[src/rtl/bridge_pkg.sv]
package bridge_pkg;
  localparam int MUX_W  = 9;
  localparam int ADDR_W = 2 * MUX_W;
  localparam int DATA_W = 16;

  typedef struct packed {
    logic rowLoad;
    logic colLoad;
    logic rdLoad;
  } strobe_t;
endpackage

[src/rtl/bridge_sync.sv]
module bridge_sync #(
  parameter int STAGES = 2,
  parameter int W      = 1
) (
  input  logic         clk,
  input  logic         rstN,
  input  logic [W-1:0] d,
  output logic [W-1:0] q
);
  logic [W-1:0] stage [STAGES];

  always_ff @(posedge clk or negedge rstN) begin
    if (!rstN) begin
      for (int i = 0; i < STAGES; i++) stage[i] <= '1;
    end else begin
      stage[0] <= d;
      for (int i = 1; i < STAGES; i++) stage[i] <= stage[i-1];
    end
  end

  assign q = stage[STAGES-1];
endmodule

[src/rtl/bridge_ctrl.sv]
module bridge_ctrl
  import bridge_pkg::*;
#(
  parameter int SYNC_STAGES = 2
) (
  input  logic    clk,
  input  logic    rstN,
  input  logic    rasN,
  input  logic    casN,
  input  logic    weN,
  output strobe_t stb,
  output logic    ceN,
  output logic    oeN,
  output logic    weOutN
);
  typedef enum logic [2:0] {
    ST_IDLE, ST_ROW_SMP, ST_ROW_HELD, ST_COL_SMP, ST_ACCESS, ST_REFRESH
  } state_t;

  state_t state;
  logic   rasS, casS, weS, rasD, wrMode;
  logic   rasFall;

  bridge_sync #(.STAGES(SYNC_STAGES), .W(3)) uSync (
    .clk (clk),
    .rstN(rstN),
    .d   ({rasN, casN, weN}),
    .q   ({rasS, casS, weS})
  );

  assign rasFall = rasD && !rasS;

  always_ff @(posedge clk or negedge rstN) begin
    if (!rstN) begin
      state  <= ST_IDLE;
      rasD   <= 1'b1;
      wrMode <= 1'b0;
    end else begin
      rasD <= rasS;
      unique case (state)
        ST_IDLE:     if (rasFall) state <= casS ? ST_ROW_SMP : ST_REFRESH;
        ST_REFRESH:  if (rasS) state <= ST_IDLE;
        ST_ROW_SMP:  state <= ST_ROW_HELD;
        ST_ROW_HELD: begin
          if (rasS)       state <= ST_IDLE;
          else if (!casS) state <= ST_COL_SMP;
        end
        ST_COL_SMP: begin
          state  <= ST_ACCESS;
          wrMode <= !weS;
        end
        ST_ACCESS:   if (rasS) state <= ST_IDLE;
        default:     state <= ST_IDLE;
      endcase
    end
  end

  always_comb begin
    stb.rowLoad = (state == ST_ROW_SMP);
    stb.colLoad = (state == ST_COL_SMP);
    stb.rdLoad  = (state == ST_ACCESS) && !wrMode;
    ceN         = (state != ST_ACCESS);
    oeN         = !((state == ST_ACCESS) && !wrMode);
    weOutN      = !((state == ST_ACCESS) && wrMode);
  end

  AST_OE_WE_EXCLUSIVE: assert property (@(posedge clk) disable iff (!rstN)
    !(!oeN && !weOutN));
  AST_WE_INSIDE_CE: assert property (@(posedge clk) disable iff (!rstN)
    !weOutN |-> !ceN);
  AST_CE_AFTER_COL: assert property (@(posedge clk) disable iff (!rstN)
    $fell(ceN) |-> $past(stb.colLoad));
  AST_REFRESH_SILENT: assert property (@(posedge clk) disable iff (!rstN)
    (state == ST_REFRESH) |=> (ceN && !stb.rowLoad && !stb.colLoad));
  AST_CE_RELEASE: assert property (@(posedge clk) disable iff (!rstN)
    (!ceN && rasS) |=> ceN);
endmodule

[src/rtl/bridge_dp.sv]
module bridge_dp
  import bridge_pkg::*;
(
  input  logic              clk,
  input  logic              rstN,
  input  strobe_t           stb,
  input  logic [MUX_W-1:0]  muxAddr,
  input  logic [DATA_W-1:0] wrData,
  input  logic [DATA_W-1:0] sramRdData,
  output logic [ADDR_W-1:0] sramAddr,
  output logic [DATA_W-1:0] sramWrData,
  output logic [DATA_W-1:0] rdData
);
  logic [MUX_W-1:0]  rowQ, colQ;
  logic [DATA_W-1:0] wrQ, rdQ;

  always_ff @(posedge clk or negedge rstN) begin
    if (!rstN) begin
      rowQ <= '0;
      colQ <= '0;
      wrQ  <= '0;
      rdQ  <= '0;
    end else begin
      if (stb.rowLoad) rowQ <= muxAddr;
      if (stb.colLoad) begin
        colQ <= muxAddr;
        wrQ  <= wrData;
      end
      if (stb.rdLoad) rdQ <= sramRdData;
    end
  end

  assign sramAddr   = {rowQ, colQ};
  assign sramWrData = wrQ;
  assign rdData     = rdQ;

  AST_ROW_HOLD: assert property (@(posedge clk) disable iff (!rstN)
    !stb.rowLoad |=> $stable(rowQ));
  AST_COL_HOLD: assert property (@(posedge clk) disable iff (!rstN)
    !stb.colLoad |=> ($stable(colQ) && $stable(wrQ)));
endmodule

[src/rtl/mux_sram_bridge.sv]
module mux_sram_bridge
  import bridge_pkg::*;
#(
  parameter int SYNC_STAGES = 2
) (
  input  logic              clk,
  input  logic              rstN,
  input  logic [MUX_W-1:0]  muxAddr,
  input  logic              rasN,
  input  logic              casN,
  input  logic              weN,
  input  logic [DATA_W-1:0] wrData,
  input  logic [DATA_W-1:0] sramRdData,
  output logic [ADDR_W-1:0] sramAddr,
  output logic              sramCeN,
  output logic              sramOeN,
  output logic              sramWeN,
  output logic [DATA_W-1:0] sramWrData,
  output logic [DATA_W-1:0] rdData
);
  strobe_t stb;

  bridge_ctrl #(.SYNC_STAGES(SYNC_STAGES)) uCtrl (
    .clk   (clk),
    .rstN  (rstN),
    .rasN  (rasN),
    .casN  (casN),
    .weN   (weN),
    .stb   (stb),
    .ceN   (sramCeN),
    .oeN   (sramOeN),
    .weOutN(sramWeN)
  );

  bridge_dp uDp (
    .clk       (clk),
    .rstN      (rstN),
    .stb       (stb),
    .muxAddr   (muxAddr),
    .wrData    (wrData),
    .sramRdData(sramRdData),
    .sramAddr  (sramAddr),
    .sramWrData(sramWrData),
    .rdData    (rdData)
  );
endmodule

[config.mk]
export PLATFORM = sky130hd
export DESIGN_NAME = mux_sram_bridge
export DESIGN_NICKNAME = d
export VERILOG_FILES = /design/src/rtl/bridge_pkg.sv /design/src/rtl/bridge_sync.sv /design/src/rtl/bridge_ctrl.sv /design/src/rtl/bridge_dp.sv /design/src/rtl/mux_sram_bridge.sv
export SDC_FILE = /design/constraint.sdc
export NUM_CORES = 1
export LEC_CHECK = 0
export ABC_AREA = 1
export ABC_CLOCK_PERIOD_IN_PS = 1640
export CAP_MARGIN = 20
export CORE_MARGIN = 2
export CORE_UTILIZATION = 42
export CTS_BUF_LIST = sky130_fd_sc_hd__clkbuf_4 sky130_fd_sc_hd__clkbuf_8 sky130_fd_sc_hd__clkbuf_16
export CTS_CLUSTER_DIAMETER = 120
export DETAILED_ROUTE_END_ITERATION = 16
export PLACE_DENSITY = 0.79
export SLEW_MARGIN = 20
export SYNTH_ARGS = -nofsm -noshare
export SYNTH_HDL_FRONTEND = slang
export SYNTH_SLANG_ARGS = --single-unit
[constraint.sdc]
create_clock -name clk -period 1.64 [get_ports clk]
set_clock_uncertainty 0.2 [all_clocks]
set_input_delay 0.246 -clock clk [delete_from_list [all_inputs] [get_ports clk]]
set_output_delay 0.246 -clock clk [all_outputs]
set_load 0.05 [all_outputs]
==> impl_metrics.toml <==
[run_status]
run_status = "finished, violations left"
failed_checks = "setup timing"

[synthesis]
synth_cell_types = 18
synth_adder_area_share_pct = 0
synthesis.area_um2 = 2410
ys_seq_area_share_pct = 63.8
synthesis.yosys.warnings = 0
synth.net_count = 288
ys_dominant_reg_cell = "sky130_fd_sc_hd__dfrtp_1"
synth_top_cells_by_count = "sky130_fd_sc_hd__nand2_1, sky130_fd_sc_hd__dfrtp_1, sky130_fd_sc_hd__inv_1"
synth-edff-count = 0
synth_async_sr_flop_share_pct = 100
fraction_of_the_mapped_netlist_area_in_compound_gates_pct = 13.3
synth_top_cell_by_area = "sky130_fd_sc_hd__dfrtp_1"
synth-xor-area-share_pct = 0
yosys-mux-area-fraction_pct = 0
synth_area_leaders = "sky130_fd_sc_hd__dfrtp_1, sky130_fd_sc_hd__nand2_1, sky130_fd_sc_hd__dfstp_2"
combinational_family_with_the_most_area_after_synthesis = "compound AO/OA/AOI/OAI gates"
synth.ff_latch_count = 61
synth_most_common_cell = "sky130_fd_sc_hd__nand2_1"
synth_top_area_share_pct = 56.2
yosys.area_share.simple_pct = 12.9
synthesis.instances = 242
postSynthAreaPerCell_um2 = 9.94

[final_layout]
drive_gt1_share_pct = 33.2
layout.cell_area.non_filler_um2 = 4310
layout.nets = 399
antennaDiodeCount = 0
areaGrowthSynthToFinish_pct = 79.0

[worst_setup_path]
r2r-start = "uCtrl.state[1]"
cp-end-kind = "primary output"
worst-endpoint-required_ns = 1.19
r2r_depth = 7
worstSetupStartpoint = "uCtrl.state[1]"
cp_max_fo = 2
criticalPathCategory = "reg -> out"
worst-endpoint-arrival_ns = 1.39
setup.worst_path.start_class = "flip-flop"

[clock_tree]
clock_tree_from_tritoncts = "done"
cts_buffer_depth = 2
clkTransAtPathRegs_ns = 0.06
clk_root_buffer_cell = "sky130_fd_sc_hd__clkbuf_8"
clkLatencyLatePin_ns = 0.33
clock_sink_count = 61
cts_buffers = 9
cts.htree.levels = 3

[sta]
unrepaired_setup_endpoints_after_global_routing = "yes"
finalCriticalPeriod_ns = 1.83
finalSetupViolations = 11
clock.fmax_ghz = 0.546
maxSlewHeadroom_pct = 78.6
layout_worst_path_cycle_share_pct = 112
post-route-worst-setup-slack_ns = -0.192
worst_margin_slew_ns = 0.321
final_max_slew_viol_count = 0
hold_violations = 0

[placement]
gpl_wtd_cong = 0.737
placement.cell_area_um2 = 4040
port_buffers = 98
dp_hpwl_um = 4150
place_worst_setup_slack_ns = 0.0621

[detailed_routing]
vias = 1993
postRouteAntennaNets = 0
routed_wirelength_um = 5940
drc = 0
vias_per_cell = 4.63
drt_pre_antenna_iters = 4
routed_wire_length_per_instance_um = 13.8
drt_iter0_markers = 44

[min_path]
holdCritPathClass = "in -> reg"
hp-start = "casN"
worst_hold_path.num_cells = 1

[power]
power_per_cell_area_nw_per_um2 = 2480
power.ir.vdd_worst_uv = 1580
leakagePower_nw = 2.12

[floorplanning]
placeableCoreArea_um2 = 5510
die_width_um = 79.7
placement_rows = 27
ioPinCount = 99
floorplan.initialDensity_pct = 43.7
fp.dieArea_um2 = 6350
floorplan.die.height_um = 79.7

[run]
max-cap-violations = 0

[grt]
via_count_of_the_first_global_routing_pass = 1994
gr-usage-all-layers_pct = 20.2
maximum_number_of_pins_on_one_net_before_global_route_repair = 62
grt_first_pass_wirelength_um = 9540
antenna_found_initial = 0
overflow = 0
[critical path, stage by stage (launching register included)]
cell and delay (ns):
sky130_fd_sc_hd__dfrtp_1 0.43, sky130_fd_sc_hd__nor2_4 0.17, sky130_fd_sc_hd__nand2_4 0.06, sky130_fd_sc_hd__or2_4 0.25
sky130_fd_sc_hd__buf_12 0.15
[final timing paths]
path                                             end  slack (ns)
worst max-delay path                         sramOeN       -0.19
worst min-delay path            uCtrl.uSync.stage[4]        0.12
worst max register to register         uDp.rdData[8]       -0.03
worst min register to register      uCtrl.uSync.q[1]        0.16
max in group asynchronous       uCtrl.uSync.stage[3]        0.67
min in group asynchronous                uDp.rowQ[0]        0.25
[metal layers]
| metal | GRT usage [%] | part of all wire [%] |
|---|---|---|
| met5 | 0 | 0 |
| met4 | 6.03 | 0.64 |
| met3 | 9.62 | 8.0 |
| met2 | 35.0 | 55 |
| met1 | 21.7 | 36 |
[layout make-up]
class / count / area [um^2]
clock buffers: 11 / 145
clock inverters: 5 / 50.0
fillers: 345 / 1200
inverters: 45 / 169
multi-input cells: 126 / 676
flip-flops and latches: 61 / 1540
well taps: 72 / 90.1
repair buffers: 110 / 1640
[kinds of logic after synthesis]
| group | after synthesis |
|---|---|
| and+or+nand+nor | 74 |
| AOI/OAI and AO/OA | 52 |
| DFF | 61 |
| buffers and inverters | 55 |
[flip-flops by register name, summed over array words and instances, names as in the netlist]
name	count
uDp.rdData	16
uCtrl.uSync.stage	3
uCtrl.rasD	1
uDp.sramWrData	16
uCtrl.state	3
uCtrl.wrMode	1
uCtrl.uSync.q	3
uDp.colQ	9
uDp.rowQ	9
[power by group]
part,switching (mW),internal [mW]
sequential,0.771,2.19
clock,0.539,0.749
combinational,3.39,3.04
[cells in the final DEF (no fill, tap or decap), types with 2 or more instances in the layout]
cell type                         count
sky130_fd_sc_hd__buf_6                3
sky130_fd_sc_hd__dfstp_2              7
sky130_fd_sc_hd__o21ai_0             35
sky130_fd_sc_hd__dfrtp_1             54
sky130_fd_sc_hd__clkbuf_8            10
sky130_fd_sc_hd__nand2_1             50
sky130_fd_sc_hd__o21ai_2             16
sky130_fd_sc_hd__nor2_1               2
sky130_fd_sc_hd__buf_4                5
sky130_fd_sc_hd__clkinv_2             4
sky130_fd_sc_hd__nand2_2             10
sky130_fd_sc_hd__buf_12              55
sky130_fd_sc_hd__clkdlybuf4s50_1     44
sky130_fd_sc_hd__nand3_1              5
sky130_fd_sc_hd__inv_1               45
[through the flow]
stage	std cells	setup TNS [ns]	hold WS, ns	utilization [%]	power [mW]
floorplan	242	-0.151	-0.250	-	5.84
global placement	410	0	0.0772	73.4	9.15
detailed placement	410	0	0.0796	73.4	9.32
CTS	429	-0.350	0.103	77.6	10.7
global route	430	-2.83	0.105	78.2	11.2
finish	430	-0.617	0.125	78.2	10.7
[what timing repair did]
action                                  in CTS  in global routing
gates resized for setup                      3                  7
hold buffers                                 1                  0
pin swaps                                    2                  2
buffers inserted                             2                  1
endpoints found under the hold margin       61                  0
endpoints found under the setup margin       2                 38
No activity file was read; power rests on OpenSTA's default activity.
